## src/rtl/bslot_pkg.sv

```systemverilog
package bslot_pkg;

  typedef enum logic {
    LAW_MU = 1'b0,
    LAW_A  = 1'b1
  } law_e;

  // Idle pattern for a given law, built for any slot width:
  // mu-law idles all ones; A-law idles with the top two bits set
  // and alternating ones on the even positions below them.
  function automatic logic [63:0] quiet_code(input law_e law, input int width);
    logic [63:0] q;
    q = '0;
    for (int i = 0; i < width; i++) begin
      if (law == LAW_MU)       q[i] = 1'b1;
      else if (i >= width - 2) q[i] = 1'b1;
      else                     q[i] = (i % 2 == 0);
    end
    return q;
  endfunction

endpackage

```

## src/rtl/bslot_sync.sv

```systemverilog
module bslot_sync #(
  parameter int STAGES = 2
) (
  input  logic clk,
  input  logic rst,
  input  logic bclk_i,
  input  logic stb_i,
  input  logic din_i,
  output logic rise_o,
  output logic fall_o,
  output logic stb_o,
  output logic din_o
);
  localparam int LAST = STAGES - 1;

  // {bclk, stb, din} travel together so they stay aligned
  logic [STAGES-1:0][2:0] pipe;
  logic                   bclk_prev;

  always_ff @(posedge clk) begin
    if (rst) begin
      pipe      <= '0;
      bclk_prev <= 1'b0;
    end else begin
      pipe[0] <= {bclk_i, stb_i, din_i};
      for (int i = 1; i < STAGES; i++) pipe[i] <= pipe[i-1];
      bclk_prev <= pipe[LAST][2];
    end
  end

  assign rise_o = pipe[LAST][2] & ~bclk_prev;
  assign fall_o = ~pipe[LAST][2] & bclk_prev;
  assign stb_o  = pipe[LAST][1];
  assign din_o  = pipe[LAST][0];

endmodule

```

## src/rtl/bslot_rx.sv

```systemverilog
module bslot_rx #(
  parameter int SLOT_BITS = 8
) (
  input  logic                 clk,
  input  logic                 rst,
  input  logic                 fall_i,
  input  logic                 stb_i,
  input  logic                 din_i,
  output logic [SLOT_BITS-1:0] rx_byte_o,
  output logic                 rx_valid_o
);
  localparam int CW = $clog2(SLOT_BITS);
  localparam logic [CW-1:0] LAST_BIT = CW'(SLOT_BITS - 1);

  logic [SLOT_BITS-1:0] shift_q;
  logic [CW-1:0]        cnt_q;
  logic [SLOT_BITS-1:0] next_word;

  assign next_word = {shift_q[SLOT_BITS-2:0], din_i};

  always_ff @(posedge clk) begin
    if (rst) begin
      shift_q    <= '0;
      cnt_q      <= '0;
      rx_byte_o  <= '0;
      rx_valid_o <= 1'b0;
    end else begin
      rx_valid_o <= 1'b0;
      if (!stb_i) begin
        cnt_q <= '0;
      end else if (fall_i) begin
        shift_q <= next_word;
        if (cnt_q == LAST_BIT) begin
          cnt_q      <= '0;
          rx_byte_o  <= next_word;
          rx_valid_o <= 1'b1;
        end else begin
          cnt_q <= cnt_q + 1'b1;
        end
      end
    end
  end

  AST_RX_ONE_CYCLE: assert property (@(posedge clk) disable iff (rst)
    rx_valid_o |=> !rx_valid_o);
  AST_RX_AFTER_SAMPLE: assert property (@(posedge clk) disable iff (rst)
    rx_valid_o |-> $past(fall_i && stb_i));
  AST_RX_COUNT_RESTART: assert property (@(posedge clk) disable iff (rst)
    !stb_i |=> !rx_valid_o);

endmodule

```

## src/rtl/bslot_tx.sv

```systemverilog
module bslot_tx
  import bslot_pkg::*;
#(
  parameter int SLOT_BITS = 8
) (
  input  logic                 clk,
  input  logic                 rst,
  input  logic                 rise_i,
  input  logic                 stb_i,
  input  logic [SLOT_BITS-1:0] tx_byte_i,
  input  logic                 tx_valid_i,
  input  logic                 path_a_i,
  input  logic                 path_b_i,
  input  law_e                 law_i,
  output logic                 dout_o,
  output logic                 oe_o
);
  logic [SLOT_BITS-1:0] hold_q;
  logic [SLOT_BITS-1:0] shift_q;
  logic                 stb_seen_q;
  logic [SLOT_BITS-1:0] quiet;
  logic [SLOT_BITS-1:0] start_word;
  logic                 slot_start;

  assign quiet      = SLOT_BITS'(quiet_code(law_i, SLOT_BITS));
  assign start_word = (path_a_i | path_b_i) ? hold_q : quiet;
  assign slot_start = rise_i & stb_i & ~stb_seen_q;

  always_ff @(posedge clk) begin
    if (rst) begin
      hold_q     <= '0;
      shift_q    <= '0;
      stb_seen_q <= 1'b0;
      dout_o     <= 1'b0;
      oe_o       <= 1'b0;
    end else begin
      oe_o <= stb_i;
      if (tx_valid_i) hold_q <= tx_byte_i;
      if (rise_i) begin
        stb_seen_q <= stb_i;
        if (slot_start) begin
          dout_o  <= start_word[SLOT_BITS-1];
          shift_q <= start_word << 1;
        end else if (stb_i) begin
          dout_o  <= shift_q[SLOT_BITS-1];
          shift_q <= shift_q << 1;
        end
      end
    end
  end

  AST_OE_IDLE: assert property (@(posedge clk) disable iff (rst)
    !stb_i |=> !oe_o);
  AST_DOUT_ON_RISE: assert property (@(posedge clk) disable iff (rst)
    !rise_i |=> $stable(dout_o));
  AST_QUIET_FIRST: assert property (@(posedge clk) disable iff (rst)
    (slot_start && !path_a_i && !path_b_i) |=> dout_o == 1'b1);

endmodule

```

## src/rtl/bslot_port.sv

```systemverilog
module bslot_port
  import bslot_pkg::*;
#(
  parameter int SLOT_BITS   = 8,
  parameter int SYNC_STAGES = 2
) (
  input  logic                 clk,
  input  logic                 rst,
  input  logic                 bclk,
  input  logic                 stb,
  input  logic                 din,
  input  logic [SLOT_BITS-1:0] tx_byte,
  input  logic                 tx_valid,
  input  logic                 path_en_a,
  input  logic                 path_en_b,
  input  logic                 law_sel,
  output logic                 dout,
  output logic                 dout_oe,
  output logic [SLOT_BITS-1:0] rx_byte,
  output logic                 rx_valid
);
  logic rise_w, fall_w, stb_w, din_w;
  law_e law_w;

  assign law_w = law_e'(law_sel);

  bslot_sync #(.STAGES(SYNC_STAGES)) u_sync (
    .clk(clk), .rst(rst), .bclk_i(bclk), .stb_i(stb), .din_i(din),
    .rise_o(rise_w), .fall_o(fall_w), .stb_o(stb_w), .din_o(din_w)
  );

  bslot_rx #(.SLOT_BITS(SLOT_BITS)) u_rx (
    .clk(clk), .rst(rst), .fall_i(fall_w), .stb_i(stb_w), .din_i(din_w),
    .rx_byte_o(rx_byte), .rx_valid_o(rx_valid)
  );

  bslot_tx #(.SLOT_BITS(SLOT_BITS)) u_tx (
    .clk(clk), .rst(rst), .rise_i(rise_w), .stb_i(stb_w),
    .tx_byte_i(tx_byte), .tx_valid_i(tx_valid),
    .path_a_i(path_en_a), .path_b_i(path_en_b), .law_i(law_w),
    .dout_o(dout), .oe_o(dout_oe)
  );

  AST_NO_EDGE_OVERLAP: assert property (@(posedge clk) disable iff (rst)
    rx_valid |-> !$past(rise_w));

endmodule

```

## config.mk

```make
export PLATFORM = sky130hd
export DESIGN_NAME = bslot_port
export DESIGN_NICKNAME = d
export VERILOG_FILES = /design/src/rtl/bslot_pkg.sv /design/src/rtl/bslot_sync.sv /design/src/rtl/bslot_rx.sv /design/src/rtl/bslot_tx.sv /design/src/rtl/bslot_port.sv
export SDC_FILE = /design/constraint.sdc
export NUM_CORES = 1
export LEC_CHECK = 0
export BUFFER_PORTS_ARGS = -buffer_cell sky130_fd_sc_hd__buf_2
export CORE_ASPECT_RATIO = 1.75
export CORE_UTILIZATION = 53
export DETAILED_ROUTE_END_ITERATION = 12
export HOLD_SLACK_MARGIN = 0.08
export PLACE_DENSITY = 0.76
export SYNTH_ARGS = -nofsm -noshare
export SYNTH_HDL_FRONTEND = slang
export SYNTH_SLANG_ARGS = --single-unit
```

## constraint.sdc

```tcl
create_clock -name clk -period 1.73 [get_ports clk]
set_input_delay 0.173 -clock clk [delete_from_list [all_inputs] [get_ports clk]]
set_output_delay 0.173 -clock clk [all_outputs]
set_load 0.03 [all_outputs]
```

---- Word-level counts from Yosys, hierarchy flattened ----
Index checks and enable logic that the tools add are counted.
storage, ports and cells
  flip-flop bits (word level) ............. 45
  logic and storage cells ................. 38
operators by class
  add/subtract/negate cells ............... 1
  bitwise gates (word level) .............. 10
  reductions and logical operators ........ 6
  muxes and demuxes ....................... 8
  eq/ne operators ......................... 1
operator list
  cell                   count
  $mux W8                3
  $not A1 Y1             5
  $and A1 B1 Y1          4
  $mux W1                4
  $reduce_and A2 Y1      2
  $add A3 B1 Y3 const B  1
  $eq A3 B3 Y1 const B   1
  $mux W3                1
  $reduce_and A3 Y1      1
  $reduce_or A3 Y1       1
  $reduce_bool A2 Y1     1
  $reduce_or A2 Y1       1
  $or A1 B1 Y1           1

---- Longest topological paths before layout ----
Gate-level depths: netlist of the first run.
  depth in word-level cells ............... 6
  gate-level depth with buffers ........... 6
  gate-level depth less buffers ........... 5

---- Cells and area by module ----
From an unflattened synthesis of the first run, not the netlist that was laid out.
second synthesis, totals
  cell total of the unflattened synthesis .. 179
  area, all modules ....................... 1805.5 um2
modules (own cells, without submodules)
  module      times used  sequential area each (um2)  area an instance (um2)  cells each
  bslot_rx    1           380.4                       875.8                   85
  bslot_tx    1           360.3                       733.2                   78
  bslot_sync  1           140.1                       196.4                   16

---- Worst setup path before layout of the first run ----
OpenSTA, ideal clock, no wires.
  kind .................................... reg-to-reg
  start point ............................. register u_rx.cnt_q[0]
  end point ............................... register u_rx.rx_byte_o[1]
  data arrival time ....................... 1.121 ns
  path slack .............................. 0.477 ns
  cell stages (with the launch flop) ...... 7
  setup time .............................. 0.132 ns
  buffers on the path ..................... 1
  period minus slack after synthesis ...... 1.253 ns
  path through ............................ dfxtp_1 > ha_1 > ha_1 > and4b_1 > buf_2 > nand2_1 > a21oi_1
on the way
  word-level cells in the longest chain between the ends .. 2
RTL lines
  item                         RTL line        RTL
  start: declaration           bslot_rx.sv:16  logic [CW-1:0] cnt_q;
  start signal: assignment     bslot_rx.sv:38  cnt_q <= cnt_q + 1'b1;
  $eq A3 B3 Y1                 bslot_rx.sv:33  if (cnt_q == LAST_BIT) begin
  $reduce_and A3 Y1 (no line)  -
  end signal: assignment       bslot_rx.sv:35  rx_byte_o <= next_word;
  end: declaration             bslot_rx.sv:9   output logic [SLOT_BITS-1:0] rx_byte_o,
No other way between the ends.
A chain may end at the register's enable or synchronous reset.

---- Final worst setup path of the first run ----
  start point ............................. register u_rx.cnt_q[0]
  end point ............................... register u_rx.rx_byte_o[7]
The elaborated chain is that of the path after synthesis.

==> summary.md, run 1 <==
| Metric | Value |
|---|---|
| Status | `finished, violations left` |
| Failing checks | `design-rule violations` |
| Placed Cells incl. Taps | `226` |
| Total I/O pin count | `28` |
| Largest net degree at the start of global routing | `26` |
| Period utilization | `0.789` |
| Initial antenna violation count | `0` |
| Clock slew at reported path FFs | `~0.08 ns` |
| Post-synth EDFFs | `0` |
| IO Port Bufs | `27` |
| Post-synthesis sequential area ratio | `0.539` |
| DRT antenna net count | `0` |
| Distinct cells, synth | `24` |
| Fmax | `roughly 0.73 GHz` |
| DRT iter0 DRCs | `33` |
| Syn avg cell area | `just over 9 sq um` |
| Synth async-reset ratio | `0` |
| Most frequent cells in the layout | `dfxtp_1, nand2_1, buf_2` |
| Setup TNS Final | `0 ns` |
| Final Hold Vio Count | `0` |
| CP required | `between 1.5 and 2 ns` |
| Leakage | `between 0.7 and 0.8 nW` |
| Synth Flop Type | `dfxtp_1` |
| Post-Route WL | `about 3000 um` |
| Routed vias/inst | `~5.4` |
| First-pass GRT wire length | `between 4000 and 5000 um` |
| Maximum Capacitance Violations | `0` |
| Total number of H-tree levels | `2` |
| Die area | `3320 sq um` |
| Pwr/cell area | `between 1000 and 1500 nW/um^2` |
| Most common cell after layout, fill and taps aside | `dfxtp_1` |
| Clock Root Buffer | `clkbuf_8` |
| Synth Register Bits | `44` |
| Via count | `1,259` |
| Clock insertion delay at the later pin of the skew report | `roughly 0.3 ns` |
| Final Max Tran Viols | `0` |
| Antenna diodes | `0` |
| Clk sinks | `44` |
| CP endpoint kind | `register` |
| Crit path time final | `approximately 1.4 ns` |
| Hold_ws | `between 0.08 and 0.09 ns` |
| Area contributors post-synth | `dfxtp_1, nand2_1, mux2i_1, a21oi_1, nor2_1` |
| Worst setup path start | `u_rx.cnt_q[0]` |
| Share of cells above drive strength 1 | `0.208` |
| Post-Syn Area | `around 1600 sq um` |
| Worst slew pin tran | `~0.49 ns` |
| GRT Total Usage | `0.206` |
| # setup viols final | `0` |
| Hold wc startpoint | `din` |
| Overflow after GRT | `0` |
| Yosys synthesis warning count | `0` |
| Routability cong. | `a little under 0.8` |
| Cells after Synth | `approximately 180` |
| CP arrival | `around 1.6 ns` |
| DRC | `1` |
| Area leader, netlist | `dfxtp_1` |
| Vias in the first global route | `approximately 1.2k` |
| Starting Density | `0.558` |
| CTS tree | `done` |
| Synth Net Count | `a little under 200` |
| Peak supply drop | `roughly 0.00079 V` |
| Slew HR | `0.673` |
| Final Net Count | `between 200 and 250` |
| Layout area overhead | `17.1%` |
| RSZ-0062 raised after global routing | `no` |
| Postcts setup bufs | `0` |
| Core area | `slightly below 3000 sq um` |
| Reg-to-reg startpoint | `u_rx.cnt_q[0]` |
| CTS Buffer Depth | `2` |
| Startpoint class of the critical path | `register` |
| Final std cells w/o fill | `between 200 and 250` |
| WS Path Type | `reg2reg` |
| Die W | `44.0 um` |
| Hold WC Path Type | `in2reg` |
| Die height | `~75 um` |
| Clk_skew | `between 0.004 and 0.005 ns` |
| Routed wire per std cell | `12.8 um` |
| Total CTS buffers | `5` |
| Pre-antenna DRT Iters | `10` |
| Synth top area share | `0.539` |
| Dpl hpwl | `2160 um` |
| # rows | `26` |
| Crit-path max FO | `8` |
-- per-layer routing --
layer	vias to the layer above	part of all wire	GRT usage
li1	656	-	-
met3	8	0.032	0.0521
met1	566	0.40	0.197
met5	-	0	0
met2	29	0.54	0.388
met4	0	0.027	0.118
-- report_power, final --
group,internal [mW],switching (mW),leakage [nW]
Sequential,1.03,0.0128,0.358
Clock,0.509,0.337,0.0645
Combinational,0.0424,0.0464,0.370
Total,1.58,0.396,0.792
-- stage by stage --
stage,instance area [sq um],power (mW),worst slack (ns),utilization
2_1_floorplan,1630,1.12,0.477,-
3_3_place_gp,1780,1.15,0.444,0.607
3_5_place_dp,1780,1.16,0.374,0.607
4_1_cts,1910,2.00,0.353,0.653
5_1_grt,1910,2.05,0.192,0.653
6_report,1910,1.98,0.366,0.653
-- area by class of cell --
type | count | area, sq um
fill | 249 | 1010
sequential | 44 | 881
multi-input combinational | 121 | 692
timing repair buffer | 31 | 168
clock buffer | 7 | 96.3
tap | 28 | 35.0
clock inverter | 1 | 30.0
inverter | 3 | 11.3
-- synthesized netlist by cell type (2+ instances only) --
cell type,count
a21oi_1,21
a311oi_1,3
buf_2,4
buf_4,2
clkbuf_1,4
dfxtp_1,44
ha_1,2
inv_1,3
mux2i_1,11
nand2_1,31
nand2b_1,2
nand3_1,7
nand3b_1,3
nor2_1,19
nor2b_1,7
o211ai_1,3
o221ai_1,3
or2_2,3
-- cells by family (layout without fill, tap and decap cells) --
group | Yosys count | count (layout) | share of synthesized area
simple gates | 75 | 75 | 0.217
flops | 44 | 44 | 0.539
buf+inv | 13 | 42 | 0.0375
mux | 11 | 11 | 0.0674
compound gates | 33 | 33 | 0.124
fa+ha+maj | 2 | 2 | 0.0153
-- registers in the layout (all words and copies together) (netlist names) --
name and flops:
u_rx.cnt_q 3, u_sync.bclk_prev 1, u_tx.shift_q 7, u_tx.oe_o 1, u_sync.stb_o 1, u_tx.hold_q 8, u_rx.rx_valid_o 1, u_rx.shift_q 7
u_rx.rx_byte_o 8, u_sync.pipe 4, u_tx.stb_seen_q 1, u_tx.dout_o 1, u_sync.din_o 1
-- path summary, 6_finish.rpt --
path,end,slack (ns),cells after the start
worst max-delay path,u_rx.rx_byte_o[7],0.37,5
worst min-delay path,u_sync.pipe[0],0.08,2
worst max register to register,u_rx.rx_byte_o[7],0.37,5
worst min register to register,u_tx.dout_o,0.45,2
-- critical path, stage by stage, from the launching register on --
cell	delay [ns]
dfxtp_1	0.36
ha_1	0.17
ha_1	0.20
and4b_1	0.36
nand2_1	0.09
a21oi_1	0.13
-- what timing repair did --
action / 4_1_cts / 5_1_grt
hold buffers: 1 / 0
gates resized for setup: 0 / 0
endpoints found under the hold margin: 1 / 0
Power figures use the tool's default switching activity.
==> run 2, diff against run 1 <==
==> constraint.sdc (replaced) <==
create_clock -name clk -period 1.4 [get_ports clk]
set_input_delay 0.14 -clock clk [delete_from_list [all_inputs] [get_ports clk]]
set_output_delay 0.14 -clock clk [all_outputs]
set_load 0.03 [all_outputs]
==> summary.md, run 2 (synthesis results as in run 1) <==
| Metric | Value |
|---|---|
| Postcts setup bufs | `0` |
| Clk sinks | `44` |
| CP arrival | `1.54 ns` |
| Share of cells above drive strength 1 | `0.229` |
| Final Net Count | `232` |
| Final Hold Vio Count | `0` |
| WS Path Type | `reg2reg` |
| DRT antenna net count | `0` |
| # rows | `26` |
| Switching power total | `0.467 mW` |
| Worst setup path start | `u_rx.cnt_q[0]` |
| Reg-to-reg startpoint | `u_rx.cnt_q[0]` |
| CTS tree | `done` |
| Layout area overhead | `20.9%` |
| Startpoint class of the critical path | `register` |
| Total CTS buffers | `5` |
| CTS Buffer Depth | `2` |
| Clk_skew | `roughly 0.0037 ns` |
| Comb pwr share | `0.057` |
| Post-layout util | `0.675` |
| Most frequent cells in the layout | `dfxtp_1, nand2_1, buf_2` |
| Pre-antenna DRT Iters | `10` |
| RSZ-0062 raised after global routing | `no` |
| Core area | `between 2000 and 3000 sq um` |
| CP endpoint kind | `register` |
| First-pass GRT wire length | `between 5000 and 6000 um` |
| Leakage | `0.811 nW` |
| Post-Route WL | `~3200 um` |
| Clock slew at reported path FFs | `about 0.080 ns` |
| Final std cells w/o fill | `around 240` |
| Worst r2r path cells | `5` |
| CP required | `~1.6 ns` |
| Final Max Tran Viols | `0` |
| # setup viols final | `0` |
| Die W | `approximately 44 um` |
| Largest net degree at the start of global routing | `26` |
| Crit-path max FO | `8` |
| Hold_ws | `between 0.08 and 0.09 ns` |
| Top Registers | `u_rx.rx_byte_o x8, u_tx.hold_q x8` |
| Routed vias/inst | `between 5 and 6` |
| Placed Cells incl. Taps | `approximately 230` |
| Dpl hpwl | `2190 um` |
| Sw Ratio | `0.212` |
| Overflow after GRT | `0` |
| Maximum Capacitance Violations | `0` |
| Failing checks | `design-rule violations` |
| Die area | `about 3300 sq um` |
| GRT Total Usage | `0.211` |
| Initial antenna violation count | `0` |
| Depth of the worst hold-timing path | `3` |
| Reg2reg setup slack | `~0.08 ns` |
| Pwr/cell area | `between 1000 and 1500 nW/um^2` |
| Total I/O pin count | `28` |
| Reg2reg end | `u_rx.rx_byte_o[5]` |
| Slew HR | `0.778` |
| Starting Density | `0.558` |
| Status | `finished, violations left` |
| Most common cell after layout, fill and taps aside | `dfxtp_1` |
| Worst slew pin tran | `0.332 ns` |
| Antenna diodes | `0` |
| Hold path endpoint | `u_tx.hold_q[4]` |
| Hold wc startpoint | `tx_byte[4]` |
| Peak supply drop | `0.000930 V` |
| Clock Root Buffer | `clkbuf_8` |
| Via count | `1,292` |
| Clock insertion delay at the later pin of the skew report | `around 0.29 ns` |
| Die height | `approximately 75 um` |
| Routability cong. | `about 0.8` |
| Hold WC Path Type | `in2reg` |
| Clock power frac | `0.358` |
| DRT iter0 DRCs | `22` |
| Fmax | `around 0.76 GHz` |
| Internal power | `~1.7 mW` |
| DRC | `2` |
| IO Port Bufs | `27` |
| Period utilization | `0.944` |
| Routed wire per std cell | `around 13 um` |
| Total number of H-tree levels | `2` |
| Setup TNS Final | `0 ns` |
| Sequential share of power | `0.585` |
| Vias in the first global route | `approximately 1.2k` |
| Crit path time final | `approximately 1.3 ns` |
[run 2: cell count changes in the layout (fill, tap and decap cells not counted), sizes merged]
cell | before | now
dlygate4sd3 | 1 | 6
buf | 30 | 32
bufinv | 1 | 0
clkinvlp | 0 | 1
[run 2: power by group through the flow]
stage	sequential, mW	combinational (mW)	clock (mW)
after floorplan	1.32	0.0719	0
after global placement	1.32	0.107	0
after detailed placement	1.32	0.110	0
after CTS	1.29	0.123	0.818
after global routing	1.30	0.138	0.864
final	1.29	0.125	0.790
[run 2: worst max path at each step]
stage	slack, ns	cells after the start	to
floorplan	0.15	6	u_rx.rx_byte_o[1]
global placement	0.11	5	u_rx.rx_byte_o[7]
detailed placement	-0.001	5	u_rx.rx_byte_o[1]
CTS	0.02	5	u_rx.rx_byte_o[5]
global route	0.002	5	u_rx.rx_byte_o[5]
finish	0.08	5	u_rx.rx_byte_o[5]
[run 2: repair_timing]
action                                 CTS  global route
gates resized for setup                  1             6
setup endpoints to repair                4             8
endpoints found under the hold margin    6             0
hold buffers                             6             0
[run 2: layout make-up]
class,count,area (sq um)
Fill cell,256,952
Multi-Input combinational cell,121,721
Clock buffer,7,86.3
Timing Repair Buffer,38,233
Tap cell,28,35.0
Clock inverter,1,7.51
Inverter,3,11.3
Sequential cell,44,882
[run 2: critical path, cell delays in order, from the launching register on]
cell	delay (ns)
dfxtp_2	0.35
ha_2	0.20
ha_4	0.17
and4b_2	0.33
nand2_1	0.07
a21oi_1	0.14
[run 2: per-stage QoR]
step / setup WS, ns / power [mW] / area (sq um)
5_1_grt: 0.00157 / 2.30 / 1980
2_1_floorplan: 0.147 / 1.39 / 1630
6_report: 0.0785 / 2.21 / 1980
3_3_place_gp: 0.113 / 1.43 / 1790
4_1_cts: 0.0230 / 2.23 / 1950
3_5_place_dp: -0.00112 / 1.43 / 1790
[run 2: layer usage]
layer	vias up	global-route usage	routed length, um
met2	37	0.400	1780
li1	669	-	-
met1	576	0.204	1190
met3	10	0.0498	115
met4	0	0.114	93
met5	-	0	0
==> run 3, diff against run 2 <==
--- a/config.mk
+++ b/config.mk
@@ -5,7 +5,7 @@
 export SDC_FILE = /design/constraint.sdc
 export NUM_CORES = 1
 export LEC_CHECK = 0
-export BUFFER_PORTS_ARGS = -buffer_cell sky130_fd_sc_hd__buf_2
+export BUFFER_PORTS_ARGS = -buffer_cell sky130_fd_sc_hd__clkbuf_2
 export CORE_ASPECT_RATIO = 1.75
 export CORE_UTILIZATION = 53
 export DETAILED_ROUTE_END_ITERATION = 12
==> summary.md, run 3 (synthesis results as in run 1) <==
| Metric | Value |
|---|---|
| Status | `complete, no violations` |
| Largest net degree at the start of global routing | `20` |
| Clock insertion delay at the later pin of the skew report | `0.30 ns` |
| Crit path time final | `between 1 and 1.5 ns` |
| Vias in the first global route | `between 1k and 1.5k` |
| IO Port Bufs | `27` |
| Total CTS buffers | `5` |
| Routed vias/inst | `5.37` |
| Overflow after GRT | `0` |
| Pwr Total | `approximately 2.2 mW` |
| WS Path Type | `reg2reg` |
| Post-Route WL | `between 3000 and 4000 um` |
| Final Net Count | `around 230` |
| Share of cells above drive strength 1 | `0.228` |
| Hold_ws | `0.0880 ns` |
| Comb pwr share | `0.058` |
| CTS tree | `done` |
| Total I/O pin count | `28` |
| Peak supply drop | `around 0.0009 V` |
| Switching power total | `0.507 mW` |
| Crit-path max FO | `8` |
| RSZ-0062 raised after global routing | `no` |
| Clock power frac | `0.356` |
| Layout area overhead | `20.6%` |
| Leakage | `between 0.7 and 0.8 nW` |
| Clk sinks | `44` |
| Fillcell total | `about 250` |
| DRT iter0 DRCs | `24` |
| Most common cell after layout, fill and taps aside | `dfxtp_1` |
| Postcts setup bufs | `0` |
| Sw Ratio | `0.230` |
| Routability cong. | `approximately 0.80` |
| Via count | `between 1k and 1.5k` |
| CP arrival | `1.52 ns` |
| Register Area | `between 800 and 900 sq um` |
| Starting Density | `0.558` |
| Hold WC Path Type | `in2reg` |
| Initial antenna violation count | `0` |
| Die area | `roughly 3300 sq um` |
| Final Max Tran Viols | `0` |
| Period utilization | `0.926` |
| Core area | `2930 sq um` |
| Pwr/cell area | `1120 nW/um^2` |
| Clock Root Buffer | `clkbuf_8` |
| Depth of the worst hold-timing path | `3` |
| Internal power | `roughly 1.7 mW` |
| Top Registers | `u_rx.rx_byte_o x8, u_tx.hold_q x8` |
| Worst slew pin tran | `between 0.4 and 0.5 ns` |
| Die W | `44.0 um` |
| GRT Total Usage | `0.210` |
| CP required | `about 1.6 ns` |
| Maximum Capacitance Violations | `0` |
| Sequential share of power | `0.586` |
| Clk_skew | `around 0.011 ns` |
| Pre-antenna DRT Iters | `6` |
| Dpl hpwl | `roughly 2200 um` |
| CTS Buffer Depth | `2` |
| Area of the multi-input gates | `between 700 and 800 sq um` |
| Die height | `between 70 and 80 um` |
| Most frequent cells in the layout | `dfxtp_1, nand2_1, clkbuf_2` |
| Fmax | `between 0.7 and 0.8 GHz` |
| First-pass GRT wire length | `5110 um` |
| CP endpoint kind | `register` |
| DRT antenna net count | `0` |
| Total number of H-tree levels | `2` |
| DRC | `0` |
| Final Hold Vio Count | `0` |
| Clock slew at reported path FFs | `~0.090 ns` |
| Setup TNS Final | `0 ns` |
| # setup viols final | `0` |
| Antenna diodes | `0` |
| # rows | `26` |
| Routed wire per std cell | `~13 um` |
| Startpoint class of the critical path | `register` |
| Worst r2r path cells | `5` |
| Slew HR | `0.668` |
run 3: cell types whose count changed in the layout (fill, tap and decap cells not counted), sizes merged:
cell,delta
dlygate4sd3,+1
clkbuf,+25
clkinv,+1
buf,-27
inv,+1
run 3: path summary, 6_finish.rpt:
check	startpoint	to	slack (ns)
setup / recovery	u_rx.cnt_q[1]	u_rx.rx_byte_o[6]	0.10
hold reg to reg	u_rx.rx_byte_o[2]	u_rx.rx_byte_o[2]	0.46
hold / removal	tx_byte[6]	u_tx.hold_q[6]	0.09
setup reg to reg	u_rx.cnt_q[1]	u_rx.rx_byte_o[6]	0.10
run 3: layer usage:
metal	track usage	vias up	share of wire	routed length [um]
met1	0.206	593	0.41	1240
met3	0.0427	7	0.027	82
met2	0.396	31	0.54	1650
li1	-	673	-	-
met5	0	-	0	0
met4	0.118	0	0.024	74
run 3: per-stage QoR:
| stage | util | std cells | area (sq um) | setup WS, ns |
|---|---|---|---|---|
| after detailed placement | 0.612 | 228 | 1790 | 0.0150 |
| after global routing | 0.673 | 243 | 1970 | 0.00565 |
| final | 0.673 | 243 | 1970 | 0.104 |
| after CTS | 0.667 | 243 | 1950 | 0.0462 |
| after floorplan | - | 178 | 1630 | 0.147 |
| after global placement | 0.612 | 228 | 1790 | 0.109 |
run 3: layout make-up:
type / count / area share
flip-flops and latches: 44 / 0.448
clock buffers: 5 / 0.0349
repair buffers: 39 / 0.123
multi-input cells: 121 / 0.360
well taps: 28 / 0.0178
clock inverters: 3 / 0.0108
inverters: 3 / 0.00571
run 3: power groups by stage:
| stage | sequential (mW) | combinational, mW | clock (mW) |
|---|---|---|---|
| after floorplan | 1.32 | 0.0719 | 0 |
| after global placement | 1.32 | 0.107 | 0 |
| after detailed placement | 1.32 | 0.112 | 0 |
| after CTS | 1.29 | 0.127 | 0.805 |
| after global routing | 1.30 | 0.141 | 0.845 |
| final | 1.29 | 0.127 | 0.784 |
run 3: worst max-delay path, stage by stage (launching register included):
cell     delay (ns)
dfxtp_1        0.35
ha_1           0.20
ha_4           0.16
and4b_2        0.32
nand2_1        0.09
a21oi_2        0.11
run 3: what timing repair did:
item                       CTS  global route
hold endpoints to repair     7             0
setup endpoints to repair    1             8
cloned                       0             0
resized for setup            1             4
hold buffers                 7             0
